<file path="config.mk">
export PLATFORM = sky130hd
export DESIGN_NAME = ucode_seq_ctrl
export DESIGN_NICKNAME = d
export VERILOG_FILES = /design/src/rtl/ucs_pkg.sv /design/src/rtl/ucs_dispatch.sv /design/src/rtl/ucs_store.sv /design/src/rtl/ucs_decode.sv /design/src/rtl/ucs_next.sv /design/src/rtl/ucode_seq_ctrl.sv
export SDC_FILE = /design/constraint.sdc
export NUM_CORES = 1
export LEC_CHECK = 0
export CELL_PAD_IN_SITES_DETAIL_PLACEMENT = 0
export CELL_PAD_IN_SITES_GLOBAL_PLACEMENT = 1
export CORE_MARGIN = 10
export CORE_UTILIZATION = 31
export CTS_BUF_LIST = sky130_fd_sc_hd__clkbuf_4
export DETAILED_ROUTE_END_ITERATION = 12
export GPL_ROUTABILITY_DRIVEN = 0
export GPL_TIMING_DRIVEN = 0
export PLACE_DENSITY_LB_ADDON = 0.1
export SETUP_SLACK_MARGIN = 0.15
export SYNTH_ARGS = -nofsm -noshare
export SYNTH_HDL_FRONTEND = slang
export SYNTH_SLANG_ARGS = --single-unit
</file>
<file path="constraint.sdc">
create_clock -name clk -period 3.6 [get_ports clk]
set_input_delay 0.72 -clock clk [delete_from_list [all_inputs] [get_ports clk]]
set_output_delay 0.72 -clock clk [all_outputs]
set_load 0.02 [all_outputs]
</file>
<file path="src/rtl/ucs_pkg.sv">
package ucs_pkg;

   typedef enum logic [1:0] {
      SEQ_FETCH = 2'b00,
      SEQ_DISP1 = 2'b01,
      SEQ_DISP2 = 2'b10,
      SEQ_NEXT  = 2'b11
   } seq_e;

   typedef enum logic [1:0] {
      ALU_ADD  = 2'b00,
      ALU_SUB  = 2'b01,
      ALU_FUNC = 2'b10
   } alu_e;

   typedef enum logic [1:0] {
      SRCB_REG    = 2'b00,
      SRCB_FOUR   = 2'b01,
      SRCB_IMM    = 2'b10,
      SRCB_IMM_SH = 2'b11
   } srcb_e;

   typedef enum logic [1:0] {
      RCTL_NONE   = 2'b00,
      RCTL_READ   = 2'b01,
      RCTL_WR_ALU = 2'b10,
      RCTL_WR_MDR = 2'b11
   } rctl_e;

   typedef enum logic [1:0] {
      MCTL_NONE   = 2'b00,
      MCTL_IFETCH = 2'b01,
      MCTL_RD_ALU = 2'b10,
      MCTL_WR_ALU = 2'b11
   } mctl_e;

   typedef enum logic [1:0] {
      PCW_NONE = 2'b00,
      PCW_ALU  = 2'b01,
      PCW_COND = 2'b10,
      PCW_JUMP = 2'b11
   } pcw_e;

   typedef struct packed {
      alu_e  alu;
      logic  src_a;
      srcb_e src_b;
      rctl_e rctl;
      mctl_e mctl;
      pcw_e  pctl;
      seq_e  seq;
   } uword_t;

   localparam int UA_FETCH  = 0;
   localparam int UA_DECODE = 1;
   localparam int UA_MEM1   = 2;
   localparam int UA_LD2    = 3;
   localparam int UA_LD3    = 4;
   localparam int UA_ST2    = 5;
   localparam int UA_ALU1   = 6;
   localparam int UA_ALU2   = 7;
   localparam int UA_BR1    = 8;
   localparam int UA_JMP1   = 9;
   localparam int UA_LAST   = UA_JMP1;

endpackage

</file>
<file path="src/rtl/ucs_dispatch.sv">
module ucs_dispatch
   import ucs_pkg::*;
#(
   parameter int             OP_W   = 6,
   parameter int             UPC_W  = 4,
   parameter int             TBL    = 1,
   parameter logic [OP_W-1:0] OP_ALU = 6'h00,
   parameter logic [OP_W-1:0] OP_LD  = 6'h23,
   parameter logic [OP_W-1:0] OP_ST  = 6'h2B,
   parameter logic [OP_W-1:0] OP_BR  = 6'h04,
   parameter logic [OP_W-1:0] OP_JMP = 6'h02
) (
   input  logic [OP_W-1:0]  opcode,
   output logic [UPC_W-1:0] tgt
);

   generate
      if (TBL == 1) begin : g_tbl_decode
         always_comb begin
            if (opcode == OP_ALU)
               tgt = UPC_W'(UA_ALU1);
            else if (opcode == OP_LD || opcode == OP_ST)
               tgt = UPC_W'(UA_MEM1);
            else if (opcode == OP_BR)
               tgt = UPC_W'(UA_BR1);
            else if (opcode == OP_JMP)
               tgt = UPC_W'(UA_JMP1);
            else
               tgt = UPC_W'(UA_FETCH);
         end
      end else if (TBL == 2) begin : g_tbl_mem
         always_comb begin
            if (opcode == OP_LD)
               tgt = UPC_W'(UA_LD2);
            else if (opcode == OP_ST)
               tgt = UPC_W'(UA_ST2);
            else
               tgt = UPC_W'(UA_FETCH);
         end
      end else begin : g_tbl_bad
         $error("ucs_dispatch: TBL must be 1 or 2");
         assign tgt = '0;
      end
   endgenerate

endmodule

</file>
<file path="src/rtl/ucs_store.sv">
module ucs_store
   import ucs_pkg::*;
#(
   parameter int UPC_W = 4
) (
   input  logic [UPC_W-1:0] upc,
   output uword_t           word
);

   localparam int DEPTH = 1 << UPC_W;

   if (UPC_W < 4 || UPC_W > 8) begin : g_bad_width
      $error("ucs_store: UPC_W must lie in 4..8");
   end

   function automatic uword_t build_word(input int addr);
      uword_t w;
      w = '0;
      case (addr)
         UA_FETCH: begin
            w.alu = ALU_ADD;  w.src_a = 1'b0; w.src_b = SRCB_FOUR;
            w.mctl = MCTL_IFETCH; w.pctl = PCW_ALU; w.seq = SEQ_NEXT;
         end
         UA_DECODE: begin
            w.alu = ALU_ADD;  w.src_a = 1'b0; w.src_b = SRCB_IMM_SH;
            w.rctl = RCTL_READ; w.seq = SEQ_DISP1;
         end
         UA_MEM1: begin
            w.alu = ALU_ADD;  w.src_a = 1'b1; w.src_b = SRCB_IMM;
            w.seq = SEQ_DISP2;
         end
         UA_LD2: begin
            w.mctl = MCTL_RD_ALU; w.seq = SEQ_NEXT;
         end
         UA_LD3: begin
            w.rctl = RCTL_WR_MDR; w.seq = SEQ_FETCH;
         end
         UA_ST2: begin
            w.mctl = MCTL_WR_ALU; w.seq = SEQ_FETCH;
         end
         UA_ALU1: begin
            w.alu = ALU_FUNC; w.src_a = 1'b1; w.src_b = SRCB_REG;
            w.seq = SEQ_NEXT;
         end
         UA_ALU2: begin
            w.rctl = RCTL_WR_ALU; w.seq = SEQ_FETCH;
         end
         UA_BR1: begin
            w.alu = ALU_SUB;  w.src_a = 1'b1; w.src_b = SRCB_REG;
            w.pctl = PCW_COND; w.seq = SEQ_FETCH;
         end
         UA_JMP1: begin
            w.pctl = PCW_JUMP; w.seq = SEQ_FETCH;
         end
         default: w = '0;
      endcase
      return w;
   endfunction

   uword_t rom [DEPTH];

   for (genvar a = 0; a < DEPTH; a++) begin : g_rom
      assign rom[a] = build_word(a);
   end

   assign word = rom[upc];

endmodule

</file>
<file path="src/rtl/ucs_decode.sv">
module ucs_decode
   import ucs_pkg::*;
(
   input  uword_t     word,
   output logic       pc_wr,
   output logic       pc_wr_cond,
   output logic       addr_sel,
   output logic       mem_rd,
   output logic       mem_wr,
   output logic       ir_wr,
   output logic       reg_wr,
   output logic       reg_dst_sel,
   output logic       wb_sel,
   output logic [1:0] alu_op,
   output logic       alu_a_sel,
   output logic [1:0] alu_b_sel,
   output logic [1:0] pc_src
);

   assign alu_op    = word.alu;
   assign alu_a_sel = word.src_a;
   assign alu_b_sel = word.src_b;

   always_comb begin
      reg_wr      = 1'b0;
      reg_dst_sel = 1'b0;
      wb_sel      = 1'b0;
      case (word.rctl)
         RCTL_WR_ALU: begin reg_wr = 1'b1; reg_dst_sel = 1'b1; end
         RCTL_WR_MDR: begin reg_wr = 1'b1; wb_sel = 1'b1; end
         default: ;
      endcase
   end

   always_comb begin
      mem_rd   = 1'b0;
      mem_wr   = 1'b0;
      addr_sel = 1'b0;
      ir_wr    = 1'b0;
      case (word.mctl)
         MCTL_IFETCH: begin mem_rd = 1'b1; ir_wr = 1'b1; end
         MCTL_RD_ALU: begin mem_rd = 1'b1; addr_sel = 1'b1; end
         MCTL_WR_ALU: begin mem_wr = 1'b1; addr_sel = 1'b1; end
         default: ;
      endcase
   end

   always_comb begin
      pc_wr      = 1'b0;
      pc_wr_cond = 1'b0;
      pc_src     = 2'b00;
      case (word.pctl)
         PCW_ALU:  pc_wr = 1'b1;
         PCW_COND: begin pc_wr_cond = 1'b1; pc_src = 2'b01; end
         PCW_JUMP: begin pc_wr = 1'b1; pc_src = 2'b10; end
         default: ;
      endcase
   end

endmodule

</file>
<file path="src/rtl/ucs_next.sv">
module ucs_next
   import ucs_pkg::*;
#(
   parameter int UPC_W = 4
) (
   input  logic             clk,
   input  logic             rst_n,
   input  seq_e             seq,
   input  logic [UPC_W-1:0] tgt_a,
   input  logic [UPC_W-1:0] tgt_b,
   output logic [UPC_W-1:0] upc
);

   logic [UPC_W-1:0] upc_nx;

   always_comb begin
      case (seq)
         SEQ_NEXT:  upc_nx = upc + 1'b1;
         SEQ_DISP1: upc_nx = tgt_a;
         SEQ_DISP2: upc_nx = tgt_b;
         default:   upc_nx = UPC_W'(UA_FETCH);
      endcase
   end

   always_ff @(posedge clk or negedge rst_n) begin
      if (!rst_n) upc <= UPC_W'(UA_FETCH);
      else        upc <= upc_nx;
   end

   assert_seq_step_R11: assert property (@(posedge clk) disable iff (!rst_n)
      (seq == SEQ_NEXT) |=> (upc == UPC_W'($past(upc) + 1'b1)));

   assert_fetch_return_R11: assert property (@(posedge clk) disable iff (!rst_n)
      (seq == SEQ_FETCH) |=> (upc == UPC_W'(UA_FETCH)));

endmodule

</file>
<file path="src/rtl/ucode_seq_ctrl.sv">
module ucode_seq_ctrl
   import ucs_pkg::*;
#(
   parameter int             OP_W   = 6,
   parameter int             UPC_W  = 4,
   parameter logic [OP_W-1:0] OP_ALU = 6'h00,
   parameter logic [OP_W-1:0] OP_LD  = 6'h23,
   parameter logic [OP_W-1:0] OP_ST  = 6'h2B,
   parameter logic [OP_W-1:0] OP_BR  = 6'h04,
   parameter logic [OP_W-1:0] OP_JMP = 6'h02
) (
   input  logic             clk,
   input  logic             rst_n,
   input  logic [OP_W-1:0]  opcode,
   output logic             pc_wr,
   output logic             pc_wr_cond,
   output logic             addr_sel,
   output logic             mem_rd,
   output logic             mem_wr,
   output logic             ir_wr,
   output logic             reg_wr,
   output logic             reg_dst_sel,
   output logic             wb_sel,
   output logic [1:0]       alu_op,
   output logic             alu_a_sel,
   output logic [1:0]       alu_b_sel,
   output logic [1:0]       pc_src,
   output logic [UPC_W-1:0] upc
);

   localparam int N_TBL = 2;

   if (OP_W < 1) begin : g_bad_op
      $error("ucode_seq_ctrl: OP_W must be positive");
   end

   uword_t           word;
   logic [UPC_W-1:0] disp_tgt [N_TBL];

   ucs_store #(.UPC_W(UPC_W)) u_store (
      .upc  (upc),
      .word (word)
   );

   for (genvar g = 0; g < N_TBL; g++) begin : g_disp
      ucs_dispatch #(
         .OP_W(OP_W), .UPC_W(UPC_W), .TBL(g + 1),
         .OP_ALU(OP_ALU), .OP_LD(OP_LD), .OP_ST(OP_ST),
         .OP_BR(OP_BR), .OP_JMP(OP_JMP)
      ) u_disp (
         .opcode (opcode),
         .tgt    (disp_tgt[g])
      );
   end

   ucs_next #(.UPC_W(UPC_W)) u_next (
      .clk   (clk),
      .rst_n (rst_n),
      .seq   (word.seq),
      .tgt_a (disp_tgt[0]),
      .tgt_b (disp_tgt[1]),
      .upc   (upc)
   );

   ucs_decode u_decode (
      .word        (word),
      .pc_wr       (pc_wr),
      .pc_wr_cond  (pc_wr_cond),
      .addr_sel    (addr_sel),
      .mem_rd      (mem_rd),
      .mem_wr      (mem_wr),
      .ir_wr       (ir_wr),
      .reg_wr      (reg_wr),
      .reg_dst_sel (reg_dst_sel),
      .wb_sel      (wb_sel),
      .alu_op      (alu_op),
      .alu_a_sel   (alu_a_sel),
      .alu_b_sel   (alu_b_sel),
      .pc_src      (pc_src)
   );

   assert_mem_excl_R10: assert property (@(posedge clk) disable iff (!rst_n)
      !(mem_rd && mem_wr));

   assert_pcw_excl_R10: assert property (@(posedge clk) disable iff (!rst_n)
      $onehot0({pc_wr, pc_wr_cond}));

   assert_irload_fetch_R2: assert property (@(posedge clk) disable iff (!rst_n)
      ir_wr |-> (mem_rd && !addr_sel && upc == UPC_W'(UA_FETCH)));

   assert_upc_range_R11: assert property (@(posedge clk) disable iff (!rst_n)
      upc <= UPC_W'(UA_LAST));

   assert_jump_dispatch_R3: assert property (@(posedge clk) disable iff (!rst_n)
      (upc == UPC_W'(UA_DECODE) && opcode == OP_JMP) |=> (upc == UPC_W'(UA_JMP1)));

   assert_alu_dispatch_R3: assert property (@(posedge clk) disable iff (!rst_n)
      (upc == UPC_W'(UA_DECODE) && opcode == OP_ALU) |=> (upc == UPC_W'(UA_ALU1)));

endmodule

</file>
Word level (Yosys, flattened, before mapping)
Memory sizes are Yosys's and may differ from the RTL's.
Cells that the tools add are included.
Widths: inputs -> output; s select.
{"block": "op_classes", "n_mux": 19, "bitwise_logic": 1, "n_addsub": 1, "reduce_logical": 6, "n_lt_le_gt_ge": 1, "eq_ne": 15}
{"operator": "$mux 13", "n": 2}
{"operator": "$mux 4", "n": 5}
{"operator": "$eq 2x2->1 const B", "n": 8}
{"operator": "$eq 6x6->1 const B", "n": 2}
{"operator": "$pmux 4 s3", "n": 1}
{"operator": "$mux 1", "n": 9}
{"operator": "$reduce_or 2->1", "n": 4}
{"operator": "$eq 2x1->1 const B", "n": 3}
{"operator": "$eq 6x2->1 const B", "n": 1}
{"operator": "$eq 6x3->1 const B", "n": 1}
{"operator": "$logic_not 6->1", "n": 1}
{"operator": "$ge 5x5->1 const B", "n": 1}
{"operator": "$not 4->5", "n": 1}
{"operator": "$add 4x1->4 const B", "n": 1}
{"operator": "$pmux 2 s2", "n": 1}
{"operator": "$mux 3", "n": 1}
{"operator": "$logic_or 1x1->1", "n": 1}
{"block": "word_totals", "mem_bits_ro": 208, "wordCells": 45, "out_inout_bits": 20, "input_bits": 8, "memories": 1, "register_bits": 4}
{"memory": "(no name shown)", "depth": 16, "word_bits": 13, "rd": 1, "rd_ports_with_merged_regs": 0, "write_ports": 0, "line_no": "ucs_store.sv:66", "source": "assign word = rom[upc];"}

Logic depth before layout (Yosys ltp)
Gate-level depths: netlist of run 1.
{"block": "depth", "ltp_word": 7, "ltp_mapped": 7, "ltp_nobuf": 7}

By module
From an unflattened synthesis of run 1, not the netlist that was laid out.
{"block": "unflattened", "hier_cells": 87, "hier_area_um2": 758.2}
{"mod": "ucs_store", "area_per_inst_um2": 265.3, "seq_area_each_um2": 0.0, "cells_per_inst": 32, "n_inst": 1}
{"mod": "ucs_next", "area_per_inst_um2": 230.2, "seq_area_each_um2": 100.1, "cells_per_inst": 21, "n_inst": 1}
{"mod": "ucs_decode", "area_per_inst_um2": 136.4, "seq_area_each_um2": 0.0, "cells_per_inst": 19, "n_inst": 1}
{"mod": "ucs_dispatch at g_disp[0].u_disp", "area_per_inst_um2": 70.1, "seq_area_each_um2": 0.0, "cells_per_inst": 9, "n_inst": 1}
{"mod": "ucs_dispatch at g_disp[1].u_disp", "area_per_inst_um2": 56.3, "seq_area_each_um2": 0.0, "cells_per_inst": 6, "n_inst": 1}

Worst setup path after synthesis of run 1
Ideal clock, no wire load.
{"block": "synth_timing", "path_kind": "flip-flop to output port", "start": "register u_next.upc[1]", "end": "output pc_src[0]", "path_buffers": 1, "arrival_ns": 1.933, "setup_slack_ns": 0.947, "path_stages_with_launch": 5, "required_ns": 2.880, "path_cell_list": "dfrtp_1 inv_1 ha_1 nor4_1 buf_4"}
{"block": "synth_between", "elab_chain_cells": 6, "elab_cells_between_ends": 7, "cone_classes": "2 x eq/ne; 3 x mux; 1 x bitwise; 1 x memory"}
{"item": "from (decl)", "line_no": "ucs_next.sv:11", "source": "output logic [UPC_W-1:0] upc"}
{"item": "from (signal assigned)", "line_no": "ucs_next.sv:26", "source": "if (!rst_n) upc <= UPC_W'(UA_FETCH);"}
{"item": "from (signal assigned)", "line_no": "ucs_next.sv:27", "source": "else upc <= upc_nx;"}
{"item": "$not 4->5 (implied by the code) (*)", "line_no": "ucs_store.sv:66"}
{"item": "$mem_v2 16x13 (*)"}
{"item": "$mux 13 (implied by the code) (*) (2 in a row)", "line_no": "ucs_store.sv:66"}
{"item": "$eq 2x2->1", "line_no": "ucs_decode.sv:52", "source": "case (word.pctl)"}
{"item": "$pmux 2 s2 (*)", "line_no": "ucs_decode.sv:52"}
{"item": "to (decl)", "line_no": "ucode_seq_ctrl.sv:27", "source": "output logic [1:0] pc_src,"}
Every way passes the cells marked *; elsewhere a longest branch is shown, timed or not. The select of a mux whose other input is x is not followed.

Worst setup path in the final report of run 1
{"block": "layout_timing", "start": "register u_next.upc[1]", "end": "output addr_sel"}
{"block": "layout_between", "elab_chain_cells": 7, "elab_cells_between_ends": 8, "cone_classes": "2 x eq/ne; 3 x mux; 1 x bitwise; 1 x reduce/logical; 1 x memory"}
{"item": "$not 4->5 (implied by the code) (*)", "line_no": "ucs_store.sv:66"}
{"item": "$mem_v2 16x13 (*)"}
{"item": "$mux 13 (implied by the code) (*) (2 in a row)", "line_no": "ucs_store.sv:66"}
{"item": "$eq 2x2->1", "line_no": "ucs_decode.sv:40", "source": "case (word.mctl)"}
{"item": "$reduce_or 2->1 (no source line) (*)"}
{"item": "$mux 1 (*)", "line_no": "ucs_decode.sv:40"}
{"item": "to (decl)", "line_no": "ucode_seq_ctrl.sv:17", "source": "output logic addr_sel,"}
Marked as above.

==> summary.md, run 1 <==
| Metric | Value |
|---|---|
| Status | `finished, final reports clean` |
| Share of layout cells above drive strength 1 | `0.116` |
| # setup viols final | `0` |
| Clock Latency Late Sink | `240 ps` |
| Area of the core | `1710 um^2` |
| Core Util, Final | `0.514` |
| Crit. End Element | `output port` |
| Sequential area share after synthesis | `0.181` |
| Met1 Wirelength | `740 um` |
| Period utilization | `0.900` |
| ANT nets after route | `0` |
| Achievable frequency | `0.309 GHz` |
| Hold_sp | `u_next.upc[0]$_DFF_PN0_` |
| Reg2reg end | `u_next.upc[2]$_DFF_PN0_` |
| Final Hold Fails | `0` |
| I/O Pins | `28` |
| Crit Path Class | `flip-flop to output port` |
| WP data required | `2880 ps` |
| Pwr Density | `766 nW/um^2` |
| R2R depth | `5` |
| Row count | `15` |
| Hold/Removal Path Class | `flip-flop to flip-flop` |
| First-pass DRT Iterations | `4` |
| First-pass GRT wire length | `2690 um` |
| Root Driver | `clkbuf_4` |
| Rel. slew slack | `0.743` |
| CTS tree | `done` |
| Max-cap violation count | `0` |
| Top reg by flops | `u_next.upc` |
| Hold Path Depth | `1` |
| Yosys warns | `0` |
| Max FFs per register | `4` |
| Cell taking the most area after synthesis | `ha_1` |
| Biggest regs | `u_next.upc (4)` |
| Final wirelength | `1640 um` |
| Mapped Area | `554 um^2` |
| Routed vias | `590` |
| Netlist cell types | `34` |
| Post-synth ARST share | `1.00` |
| Starting Density | `0.325` |
| Largest net degree at the start of global routing | `11` |
| Clock sink count | `4` |
| Post-CTS resize count | `0` |
| Most common cell after layout, fill and taps aside | `clkdlybuf4s50_1` |
| Via/cell ratio | `4.92` |
| WHS Endpoint | `u_next.upc[0]$_DFF_PN0_` |
| Setup repair after global routing missed its margin | `no` |
| Yosys top cell area share | `0.203` |
| Max Slew Vio Count | `0` |
| Most frequent cells in the layout | `clkdlybuf4s50_1, ha_1, inv_1` |
| H-tree levels | `1` |
| Die Span X | `62.3 um` |
| Synth Register Bits | `4` |
| Dominant synthesized flop cell | `dfrtp_1` |
| Fin crit period | `3240 ps` |
| Die area | `3880 um^2` |
| DIE HEIGHT | `62.3 um` |
| Cells after synthesis | `65` |
| Clk buf depth | `2` |
| Leakage power | `0.376 nW` |
| Worst EP arrival | `2520 ps` |
| CTS Hold Buffers Added | `0` |
| Initial antenna violation count | `0` |
| Port bufs | `27` |
| Routed length per instance | `13.7 um` |
| WL met2 | `761 um` |
| Clock skew | `2.23 ps` |
| R2R Setup Slk | `1900 ps` |
| Worst Tran Pin Value | `382 ps` |
| Worst setup SP type | `flip-flop` |
| TNS Setup | `0 ps` |
| Setup bufs post-CTS | `0` |
| Met3 wire len | `128 um` |
| Number of synthesized flops with an enable pin | `0` |
| Syn Nets | `82` |
| Cts bufs inserted | `3` |
| CTS clk-pin slew, worst paths | `40 ps` |
| Area grow syn2layout | `58.5%` |
| Gr ovfl total | `0` |
| Number of remaining DRC errors | `0` |
| Peak VDD IR | `299 uV` |
| Vias in the first global route | `570` |
| Final hold slack | `661 ps` |
| Reg-to-Reg Start | `u_next.upc[0]$_DFF_PN0_` |
| Ant diodes | `0` |
| Starting DRC count in detailed routing | `19` |
| Synth Area per Inst | `8.53 um^2` |
| Tot GR Track Use | `0.0824` |
| Highest metal used | `met4` |
| Top post-synthesis cells by area | `ha_1, dfrtp_1, nor4_4` |
| Hpwl dp | `1360 um` |
| CP Max Fanout | `9` |
| Final #Nets | `114` |
[area by class of cell]
class / count / area (um^2)
flip-flops and latches: 4 / 100
repair buffers: 27 / 270
well taps: 25 / 31.3
multi-input cells: 52 / 412
fillers: 175 / 830
clock buffers: 3 / 22.5
inverters: 6 / 22.5
plain buffers: 3 / 20.0
[power breakdown]
group	switching, mW	internal (mW)
combinational	0.277	0.247
clock	0.0190	0.0373
sequential	0.0329	0.0597
[worst max-delay path by stage]
| stage | start | end | cells past startpoint |
|---|---|---|---|
| global route | u_next.upc[1]$_DFF_PN0_ | addr_sel | 8 |
| global placement | u_next.upc[1]$_DFF_PN0_ | addr_sel | 8 |
| CTS | u_next.upc[1]$_DFF_PN0_ | addr_sel | 8 |
| detailed placement | u_next.upc[1]$_DFF_PN0_ | addr_sel | 8 |
| floorplan | u_next.upc[1]$_DFF_PN0_ | pc_src[0] | 4 |
| finish | u_next.upc[1]$_DFF_PN0_ | addr_sel | 8 |
[synthesized netlist by cell type, drive strengths merged (2+ instances only)]
cell and number:
inv 6, nor3b 2, nor2 3, nor4 3, ha 9, nand2b 2
nor3 4, a21oi 4, dfrtp 4, nor2b 2, nand2 4, buf 3
o211ai 2
[critical path, stage by stage (launching register included)]
cell and delay, ps:
dfrtp_1 480, inv_1 140, ha_1 220, nand2b_1 100, a21oi_1 250, inv_1 70
ha_1 190, or2_2 280, clkdlybuf4s50_1 540
[per-stage QoR]
stage / cells / setup slack (ps) / total power [mW] / instance area (um^2)
final: 120 / 362 / 0.673 / 878
after global routing: 120 / 211 / 0.730 / 878
after CTS: 120 / 314 / 0.682 / 878
after detailed placement: 117 / 577 / 0.623 / 856
after global placement: 117 / 620 / 0.618 / 856
after floorplan: 65 / 947 / 0.398 / 554
[cells by family after synthesis]
family,share of synthesized area
and+or+nand+nor,0.366
muxes,0.0181
buffers and inverters,0.0767
DFF,0.181
xor gates and xnor gates,0.0158
adders and majority gates,0.203
AOI/OAI and AO/OA,0.140
[metal layers]
metal / vias up / track usage
met1: 268 / 0.0881
li1: 298 / -
met3: 2 / 0.0341
met4: 0 / 0.0335
met2: 22 / 0.140
met5: - / 0
Power figures use the tool's default switching activity.
==> run 2, diff against run 1 <==
CORE_UTILIZATION = 35   (was 31)
SYNTH_HIERARCHICAL = 1   (was not set)
==> run 2 against run 1 <==
Effect of this change:
- worst hold slack worse by 4.7 ps
- design area up 24%
- clock skew up 1.8 ps
- highest routed layer is now met3
- critical path depth unchanged
- count of clock-buffer cells in the layout unchanged
- flip-flop and latch count unchanged
- routed wire length up 2.9%
- non-clock buffer count up 8
- critical endpoint unchanged
==> summary.md, run 2 <==
| Metric | Value |
|---|---|
| Top post-synthesis cells by area | `ha_1, dfrtp_1, buf_4` |
| Pwr Density | `752 nW/um^2` |
| Achievable frequency | `0.318 GHz` |
| Final wirelength | `1690 um` |
| Cts bufs inserted | `3` |
| Number of remaining DRC errors | `0` |
| Most common cell after layout, fill and taps aside | `clkdlybuf4s50_1` |
| Clk buf depth | `2` |
| Cell taking the most area after synthesis | `ha_1` |
| Sw Pwr | `0.376 mW` |
| Worst EP arrival | `2430 ps` |
| # setup viols final | `0` |
| Top reg by flops | `u_next/upc` |
| Hold_sp | `u_next/upc[3]$_DFF_PN0_` |
| CP Max Fanout | `9` |
| Via/cell ratio | `4.67` |
| Synth Register Bits | `4` |
| Setup repair after global routing missed its margin | `no` |
| Syn Nets | `105` |
| Share of layout cells above drive strength 1 | `0.239` |
| Netlist cell types | `37` |
| Finished Layout Cells | `144` |
| Worst setup SP type | `flip-flop` |
| Final #Nets | `137` |
| TNS Setup | `0 ps` |
| Hold/Removal Path Class | `flip-flop to flip-flop` |
| Vias in the first global route | `645` |
| Filler instances | `200` |
| Dominant synthesized flop cell | `dfrtp_1` |
| Peak VDD IR | `318 uV` |
| Crit Path Class | `flip-flop to output port` |
| Leakage power | `0.496 nW` |
| Yosys top cell area share | `0.165` |
| Clock skew | `4.05 ps` |
| Die area | `4430 um^2` |
| Starting DRC count in detailed routing | `9` |
| Sequential area share after synthesis | `0.132` |
| Post-placement cell count | `141` |
| Sequential fraction of design power | `0.112` |
| Final Hold Fails | `0` |
| Max-cap violation count | `0` |
| Yosys warns | `6` |
| Combinational share of power | `0.820` |
| Clock Latency Late Sink | `230 ps` |
| Largest net degree at the start of global routing | `11` |
| Port bufs | `27` |
| First-pass DRT Iterations | `2` |
| H-tree levels | `1` |
| Most common cell in the synthesized netlist | `ha_1` |
| Post-synth ARST share | `1.00` |
| ANT nets after route | `0` |
| Root Driver | `clkbuf_4` |
| WP data required | `2880 ps` |
| First-pass GRT wire length | `2750 um` |
| Clock Power Share | `0.068` |
| Fin crit period | `3150 ps` |
| Max FFs per register | `4` |
| Number of synthesized flops with an enable pin | `0` |
| Reg-to-Reg Start | `u_next/upc[0]$_DFF_PN0_` |
| Starting Density | `0.379` |
| Hpwl dp | `1490 um` |
| Routed vias | `672` |
| Routed length per instance | `11.7 um` |
| Area grow syn2layout | `43.1%` |
| Clock sink count | `4` |
| Most frequent cells in the layout | `clkdlybuf4s50_1, ha_1, buf_4` |
| Mapped Area | `758 um^2` |
| Crit. End Element | `output port` |
| Worst setup startpoint | `u_next/upc[1]$_DFF_PN0_` |
| CTS tree | `done` |
| Int Power | `0.439 mW` |
| CTS Hold Buffers Added | `0` |
| Die Span X | `66.5 um` |
| Setup bufs post-CTS | `0` |
| Tot GR Track Use | `0.0753` |
| Top post-synthesis cells by count | `ha_1, buf_4, inv_1, nor2_1` |
| Area of the core | `2000 um^2` |
| Cells after synthesis | `87` |
| Initial antenna violation count | `0` |
| CTS clk-pin slew, worst paths | `40 ps` |
| Max Slew Vio Count | `0` |
| I/O Pins | `28` |
| Status | `finished, final reports clean` |
| Ant diodes | `0` |
| DIE HEIGHT | `66.5 um` |
| Biggest regs | `u_next/upc (4)` |
| Post-CTS resize count | `0` |
| Gr ovfl total | `0` |
| Period utilization | `0.874` |
| Synth Area per Inst | `8.72 um^2` |
| Row count | `16` |
| Sw frac | `0.461` |
## run 2: cell types whose count changed in the layout (fill, tap and decap cells not counted), moves of 2 or more
cell	previous run	this run
clkbuf_1	0	2
or4_1	0	3
nor2_1	3	5
and2b_2	0	3
nand2_1	4	2
nor4_1	2	0
o211ai_1	2	0
nor3_2	0	2
xnor2_1	0	2
nor2b_4	0	2
buf_4	2	8
## run 2: final cells by class
class / instances / area (um^2) / share of cell area
clock buffers: 3 / 22.5 / 0.0208
repair buffers: 27 / 270 / 0.249
flip-flops and latches: 4 / 100 / 0.0923
plain buffers: 11 / 78.8 / 0.0727
multi-input cells: 66 / 557 / 0.513
inverters: 6 / 22.5 / 0.0208
well taps: 27 / 33.8 / 0.0311
## run 2: path summary, 6_finish.rpt
| path | endpoint | slack (ps) | cells after the start |
|---|---|---|---|
| hold / removal | u_next/upc[3]$_DFF_PN0_ | 660 | 2 |
| hold reg to reg | u_next/upc[3]$_DFF_PN0_ | 660 | 2 |
| max in group asynchronous | u_next/upc[2]$_DFF_PN0_ | 2730 | 1 |
| setup / recovery | addr_sel | 450 | 8 |
| min in group asynchronous | u_next/upc[0]$_DFF_PN0_ | 690 | 1 |
| setup reg to reg | u_next/upc[1]$_DFF_PN0_ | 1560 | 6 |
## run 2: power by group through the flow
| stage | sequential (mW) | combinational (mW) | clock (mW) |
|---|---|---|---|
| after floorplan | 0.102 | 0.430 | 0 |
| after global placement | 0.0921 | 0.671 | 0 |
| after detailed placement | 0.0926 | 0.681 | 0 |
| after CTS | 0.0919 | 0.682 | 0.0568 |
| after global routing | 0.0963 | 0.730 | 0.0614 |
| final | 0.0914 | 0.669 | 0.0557 |
## run 2: layer usage
layer / wire length (um) / share of wire / track usage / up-vias
met4: 0 / 0 / 0.0314 / 0
met3: 110 / 0.065 / 0.0167 / 0
li1: - / - / - / 350
met2: 890 / 0.53 / 0.142 / 18
met5: 0 / 0 / 0 / -
met1: 690 / 0.41 / 0.0767 / 304
## run 2: through the flow
step                      power, mW  instance area, um^2  setup WS, ps  hold slack, ps   util
after global placement        0.763                 1060           703             649  0.531
final                         0.816                 1080           452             656  0.542
after floorplan               0.532                  758          1200             424      -
after global routing          0.888                 1080           275             705  0.542
after CTS                     0.831                 1080           429             660  0.542
after detailed placement      0.773                 1060           681             645  0.531
## run 2: logic make-up after synthesis
family / after synthesis / share of synthesized area
muxes: 3 / 0.0462
DFF: 4 / 0.132
other: 1 / 0.00495
buffers and inverters: 17 / 0.134
adders and majority gates: 10 / 0.165
and+or+nand+nor: 37 / 0.373
xor gates and xnor gates: 3 / 0.0347
AOI/OAI and AO/OA: 12 / 0.111
## run 2: worst max-delay path, stage by stage (launching register included)
cell	delay, ps
dfrtp_1	480
inv_1	140
ha_1	250
nand2b_2	70
a21oi_1	240
inv_1	70
ha_1	190
or2_1	220
clkdlybuf4s50_1	540
